`src/rtl/icb_pkg.sv`:
```
package icb_pkg;
    localparam int DEF_DATA_W  = 256;
    localparam int DEF_CTRL_W  = 37;
    localparam int DEF_NUM_BLK = 256;
    localparam int DEF_V_POS   = 0;
    localparam int DEF_ASM_POS = 1;
endpackage

```
`src/rtl/icb_bit_gather.sv`:
```
module icb_bit_gather #(
    parameter int DATA_W = icb_pkg::DEF_DATA_W,
    parameter int CTRL_W = icb_pkg::DEF_CTRL_W,
    localparam int REC_W = DATA_W + CTRL_W,
    localparam int CNT_W = $clog2(REC_W)
) (
    input  logic             clk,
    input  logic             rst_n,
    input  logic             bit_vld,
    input  logic             bit_val,
    input  logic             accept,
    output logic             rec_done,
    output logic [REC_W-1:0] rec_word
);
    localparam logic [CNT_W-1:0] LAST = CNT_W'(REC_W - 1);

    typedef struct packed {
        logic [REC_W-2:0] sh;
        logic [CNT_W-1:0] cnt;
    } st_t;

    st_t st_d, st_q;
    logic take;

    always_comb begin
        st_d     = st_q;
        take     = bit_vld && accept;
        rec_done = take && (st_q.cnt == LAST);
        rec_word = {bit_val, st_q.sh};
        if (take) begin
            st_d.sh  = {bit_val, st_q.sh[REC_W-2:1]};
            st_d.cnt = rec_done ? '0 : st_q.cnt + 1'b1;
        end
    end

    always_ff @(posedge clk or negedge rst_n) begin
        if (!rst_n) st_q <= '0;
        else        st_q <= st_d;
    end

    AST_CNT_RANGE: assert property (@(posedge clk) disable iff (!rst_n)
        st_q.cnt <= LAST);
    AST_IDLE_NO_ADVANCE: assert property (@(posedge clk) disable iff (!rst_n)
        !bit_vld |=> $stable(st_q.cnt));
endmodule

```
`src/rtl/icb_blk_hold.sv`:
```
module icb_blk_hold #(
    parameter int DATA_W  = icb_pkg::DEF_DATA_W,
    parameter int CTRL_W  = icb_pkg::DEF_CTRL_W,
    parameter int NUM_BLK = icb_pkg::DEF_NUM_BLK,
    parameter int V_POS   = icb_pkg::DEF_V_POS,
    parameter int ASM_POS = icb_pkg::DEF_ASM_POS,
    localparam int REC_W  = DATA_W + CTRL_W,
    localparam int BLK_W  = $clog2(NUM_BLK)
) (
    input  logic              clk,
    input  logic              rst_n,
    input  logic              cap,
    input  logic [REC_W-1:0]  rec_word,
    input  logic              out_rdy,
    output logic              out_vld,
    output logic [DATA_W-1:0] out_data,
    output logic [CTRL_W-1:0] out_ctrl,
    output logic [BLK_W-1:0]  out_idx,
    output logic              out_load,
    output logic              done
);
    localparam logic [BLK_W-1:0] LAST_BLK = BLK_W'(NUM_BLK - 1);

    typedef struct packed {
        logic              vld;
        logic [DATA_W-1:0] data;
        logic [CTRL_W-1:0] ctrl;
        logic              load;
        logic [BLK_W-1:0]  idx;
        logic [BLK_W-1:0]  cnt;
        logic              done;
    } st_t;

    st_t st_d, st_q;
    logic [CTRL_W-1:0] new_ctrl;

    always_comb begin
        st_d     = st_q;
        new_ctrl = rec_word[REC_W-1:DATA_W];
        if (st_q.vld && out_rdy) st_d.vld = 1'b0;
        if (cap) begin
            st_d.vld  = 1'b1;
            st_d.data = rec_word[DATA_W-1:0];
            st_d.ctrl = new_ctrl;
            st_d.load = new_ctrl[V_POS] && new_ctrl[ASM_POS];
            st_d.idx  = st_q.cnt;
            st_d.cnt  = st_q.cnt + 1'b1;
            if (st_q.cnt == LAST_BLK) st_d.done = 1'b1;
        end
    end

    always_ff @(posedge clk or negedge rst_n) begin
        if (!rst_n) st_q <= '0;
        else        st_q <= st_d;
    end

    assign out_vld  = st_q.vld;
    assign out_data = st_q.data;
    assign out_ctrl = st_q.ctrl;
    assign out_idx  = st_q.idx;
    assign out_load = st_q.load;
    assign done     = st_q.done;

    AST_HOLD_STABLE: assert property (@(posedge clk) disable iff (!rst_n)
        st_q.vld && !out_rdy |=> st_q.vld && $stable(st_q.data) && $stable(st_q.idx));
    AST_NO_CAP_WHEN_FULL: assert property (@(posedge clk) disable iff (!rst_n)
        cap |-> !st_q.vld);
    AST_LOAD_NEEDS_V: assert property (@(posedge clk) disable iff (!rst_n)
        st_q.load |-> st_q.ctrl[V_POS] && st_q.ctrl[ASM_POS]);
    AST_DONE_STICKY: assert property (@(posedge clk) disable iff (!rst_n)
        st_q.done |=> st_q.done);
    AST_NO_CAP_AFTER_DONE: assert property (@(posedge clk) disable iff (!rst_n)
        st_q.done |-> !cap);
endmodule

```
`src/rtl/icb_deser.sv`:
```
module icb_deser #(
    parameter int DATA_W  = icb_pkg::DEF_DATA_W,
    parameter int CTRL_W  = icb_pkg::DEF_CTRL_W,
    parameter int NUM_BLK = icb_pkg::DEF_NUM_BLK,
    parameter int V_POS   = icb_pkg::DEF_V_POS,
    parameter int ASM_POS = icb_pkg::DEF_ASM_POS,
    localparam int REC_W  = DATA_W + CTRL_W,
    localparam int BLK_W  = $clog2(NUM_BLK)
) (
    input  logic              clk,
    input  logic              rst_n,
    input  logic              sin_vld,
    input  logic              sin_bit,
    output logic              sin_rdy,
    output logic              blk_vld,
    input  logic              blk_rdy,
    output logic [DATA_W-1:0] blk_data,
    output logic [CTRL_W-1:0] blk_ctrl,
    output logic [BLK_W-1:0]  blk_idx,
    output logic              blk_load,
    output logic              load_done
);
    logic             rec_done;
    logic [REC_W-1:0] rec_word;

    assign sin_rdy = !blk_vld && !load_done;

    icb_bit_gather #(.DATA_W(DATA_W), .CTRL_W(CTRL_W)) u_gather (
        .clk      (clk),
        .rst_n    (rst_n),
        .bit_vld  (sin_vld),
        .bit_val  (sin_bit),
        .accept   (sin_rdy),
        .rec_done (rec_done),
        .rec_word (rec_word)
    );

    icb_blk_hold #(
        .DATA_W(DATA_W), .CTRL_W(CTRL_W), .NUM_BLK(NUM_BLK),
        .V_POS(V_POS), .ASM_POS(ASM_POS)
    ) u_hold (
        .clk      (clk),
        .rst_n    (rst_n),
        .cap      (rec_done),
        .rec_word (rec_word),
        .out_rdy  (blk_rdy),
        .out_vld  (blk_vld),
        .out_data (blk_data),
        .out_ctrl (blk_ctrl),
        .out_idx  (blk_idx),
        .out_load (blk_load),
        .done     (load_done)
    );
endmodule

```
`config.mk`:
```
export PLATFORM = sky130hd
export DESIGN_NAME = icb_deser
export DESIGN_NICKNAME = d
export VERILOG_FILES = /design/src/rtl/icb_pkg.sv /design/src/rtl/icb_bit_gather.sv /design/src/rtl/icb_blk_hold.sv /design/src/rtl/icb_deser.sv
export SDC_FILE = /design/constraint.sdc
export NUM_CORES = 1
export LEC_CHECK = 0
export ABC_AREA = 1
export CORE_UTILIZATION = 60
export CTS_BUF_LIST = sky130_fd_sc_hd__clkbuf_16
export CTS_CLUSTER_SIZE = 28
export DETAILED_ROUTE_END_ITERATION = 8
export DONT_BUFFER_PORTS = 1
export PLACE_DENSITY = 0.76
export SLEW_MARGIN = 20
export SYNTH_ARGS = -nofsm -noshare
export SYNTH_HDL_FRONTEND = slang
export SYNTH_SLANG_ARGS = --single-unit
```
`constraint.sdc`:
```
create_clock -name clk -period 2.1 [get_ports clk]
set_input_delay 0.63 -clock clk [delete_from_list [all_inputs] [get_ports clk]]
set_output_delay 0.63 -clock clk [all_outputs]
set_load 0.02 [all_outputs]
```
==> flow_metrics.env <==
export IMPL_max_slew_worst_pin_slew_ns=1.38
export IMPL_cp_max_fo=3
export IMPL_outcome="finished with violations"
export IMPL_cap_violations=0
export IMPL_setup_viol=0
export IMPL_syn_nets=2671
export IMPL_fin_crit_sh_pct=97.0
export IMPL_critical_path_required_ns=1.47
export IMPL_leakagePower_uw=0.0110
export IMPL_grt_usage_pct=21.4
export IMPL_violations="hold timing"
export IMPL_cts_buffer_depth=3
export IMPL_fmax_ghz=0.491
export IMPL_viasPerCell=5.20
export IMPL_numPlacedInstances=2785
export IMPL_diodes=0
export IMPL_start_util_pct=61.4
export IMPL_fp_dieH_um=207
export IMPL_critical_path_slowest_cell="dfrtp_2"
export IMPL_clk_pin_slew_worst_paths_ns=0.06
export IMPL_rsz0062_at_grt="no"
export IMPL_drc=0
export IMPL_cp_start_kind="flop"
export IMPL_netlist_area_mm2=0.0253
export IMPL_maxSlewHeadroom_pct=8.10
export IMPL_fin_setup_tns_ns=0
export IMPL_routed_wl_mm=44.9
export IMPL_peakVddDrop_mv=0.596
export IMPL_hpwlAfterDp_mm=28.2
export IMPL_first_iter_violations=1577
export IMPL_fillCellCount=3309
export IMPL_io_pins=310
export IMPL_clock_root_buffer="clkbuf_16"
export IMPL_portBuffers=0
export IMPL_antenna_found_initial=0
export IMPL_via_count=14970
export IMPL_worstPathCellList="nor2_4, buf_4"
export IMPL_clock_sinks=613
export IMPL_crit_path_end_kind="primary output"
export IMPL_hold_path_class="in -> async"
export IMPL_rows=74
export IMPL_slowest_delay_ns=0.47
export IMPL_path_class="reg -> out"
export IMPL_syn_avg_cell_area_um2=9.50
export IMPL_final_common_cell="nand2_1"
export IMPL_cts_tree="built"
export IMPL_synth_cell_type_count=22
export IMPL_gp_congestion=0.787
export IMPL_yosysWarnings=0
export IMPL_clk_latency_ns=0.60
export IMPL_wl_per_cell_um=15.6
export IMPL_die_w_um=207
export IMPL_grt_pass1_wl_mm=75.6
export IMPL_fin_nets=2322
export IMPL_finalHoldViolCount=440
export IMPL_core_area_mm2=0.0412
export IMPL_pwr_density_cell_mw_per_mm2=854
export IMPL_dieArea_mm2=0.0430
export IMPL_htreeDepth=2
export IMPL_synth_seq_area_share_pct=60.6
export IMPL_drv_slew=0
export IMPL_ys_ff_latch=613
export IMPL_whs_ns=-0.274
export IMPL_period_needed_ns=2.04
export IMPL_numCtsBuffers=59
export IMPL_cp_arrival_ns=1.41
export IMPL_dr_pass1_iters=6
export IMPL_grt_max_degree=614
export IMPL_r2r_cells=9
export IMPL_postSynthCellCount=2663
export IMPL_grt_pass1_vias=14824
export IMPL_drive_gt1_share_pct=4.17
export IMPL_ant_nets=0
export IMPL_fin_cells=2881
export IMPL_syn2layout_area_growth_pct=-0.969
export IMPL_layout_common_cells="nand2_1, dfrtp_1, inv_1, o21ai_1, o21ai_0"
export IMPL_grt_overflow=0
export IMPL_fin_skew_ns=0.0183
[cells by family (layout without fill, tap and decap cells)]
family | after synthesis | after routing | synth area share, %
buffers and inverters | 753 | 439 | 16.7
AND/OR/NAND/NOR | 693 | 693 | 10.6
flip-flops | 613 | 613 | 60.6
AO/OA/AOI/OAI | 597 | 597 | 11.8
XOR/XNOR | 4 | 4 | 0.138
adder cells (fa/ha/maj) | 3 | 3 | 0.148
[layout make-up]
class	instances	area (um2)	area share, %
flip-flops and latches	613	15300	61.2
multi-input cells	1297	5760	23.0
clock buffers	61	1530	6.09
inverters	321	1200	4.81
well taps	532	666	2.66
repair buffers	22	365	1.46
clock inverters	35	193	0.769
[sequential cells by signal (all words and copies together) (netlist names)]
| register | cells |
|---|---|
| u_gather.st_q | 9 |
| u_hold.out_ctrl | 37 |
| u_hold.out_data | 256 |
| u_hold.done | 1 |
| u_hold.out_load | 1 |
| u_hold.st_q | 8 |
| u_hold.out_idx | 8 |
| u_hold.out_vld | 1 |
| u_gather.rec_word | 292 |
[stage by stage]
stage	power, uW	worst slack, ns	hold WS (ns)	cell area, um2	utilization (%)
after floorplan	12000	0.365	0.334	25300	-
after global placement	12000	0.219	0.346	23300	56.6
after detailed placement	12000	0.140	0.345	23300	56.6
after CTS	21700	0.0237	-0.309	25100	60.8
after global routing	22100	0.00771	-0.309	25100	60.8
final	21400	0.0628	-0.274	25100	60.8
[final timing paths]
check,slack [ns],startpoint,end
min in group clk,0.13,blk_rdy,u_hold.out_vld
setup / recovery,0.06,u_hold.done,sin_rdy
max in group asynchronous,1.25,rst_n,u_gather.rec_word[73]
hold reg to reg,0.48,u_gather.rec_word[0],u_hold.out_data[0]
hold / removal,-0.27,rst_n,u_hold.out_ctrl[15]
setup reg to reg,0.23,u_gather.st_q[0],u_hold.out_data[80]
[critical path, delay by kind of cell, from the launching register on]
| kind | cells | cell delay, ns |
|---|---|---|
| buffers and inverters | 1 | 0.17 |
| DFF | 1 | 0.47 |
| and+or+nand+nor | 1 | 0.17 |
[repair_timing]
action,4_1_cts,5_1_grt
buffers inserted,0,0
endpoints found under the setup margin,1,0
resized for setup,2,0
hold endpoints to repair,613,613
[per-layer routing]
metal	track usage [%]	up-vias	share of wire, %
met5	0	-	0
li1	-	7309	-
met4	7.64	0	2.5
met3	6.70	69	7.8
met1	28.1	7259	43
met2	33.8	333	46
[cell usage after synthesis]
master | number | share of area [%]
xor2_1 | 4 | 0.14
nand4_1 | 7 | 0.17
ha_1 | 3 | 0.15
nor2_4 | 1 | 0.045
a21oi_1 | 1 | 0.020
nand2_1 | 646 | 9.6
nand2_2 | 1 | 0.025
inv_2 | 2 | 0.030
buf_2 | 34 | 0.67
buf_4 | 302 | 9.0
buf_1 | 1 | 0.015
nand3_4 | 1 | 0.069
clkbuf_1 | 66 | 0.98
nand3_1 | 20 | 0.40
o21ai_0 | 297 | 5.9
nor2_2 | 3 | 0.074
dfrtp_1 | 613 | 61
o21ai_1 | 299 | 5.9
nor2_1 | 11 | 0.16
buf_6 | 29 | 1.3
inv_1 | 319 | 4.7
nor3_1 | 3 | 0.059
[power breakdown]
part           internal (uW)      switching [uW]  total [uW]
registers              11800  0.0000000000000462       11800
clock network           5400                4190        9590
logic                  0.162               0.383       0.547
total                  17200                4190       21400
Power figures use the tool's default switching activity.
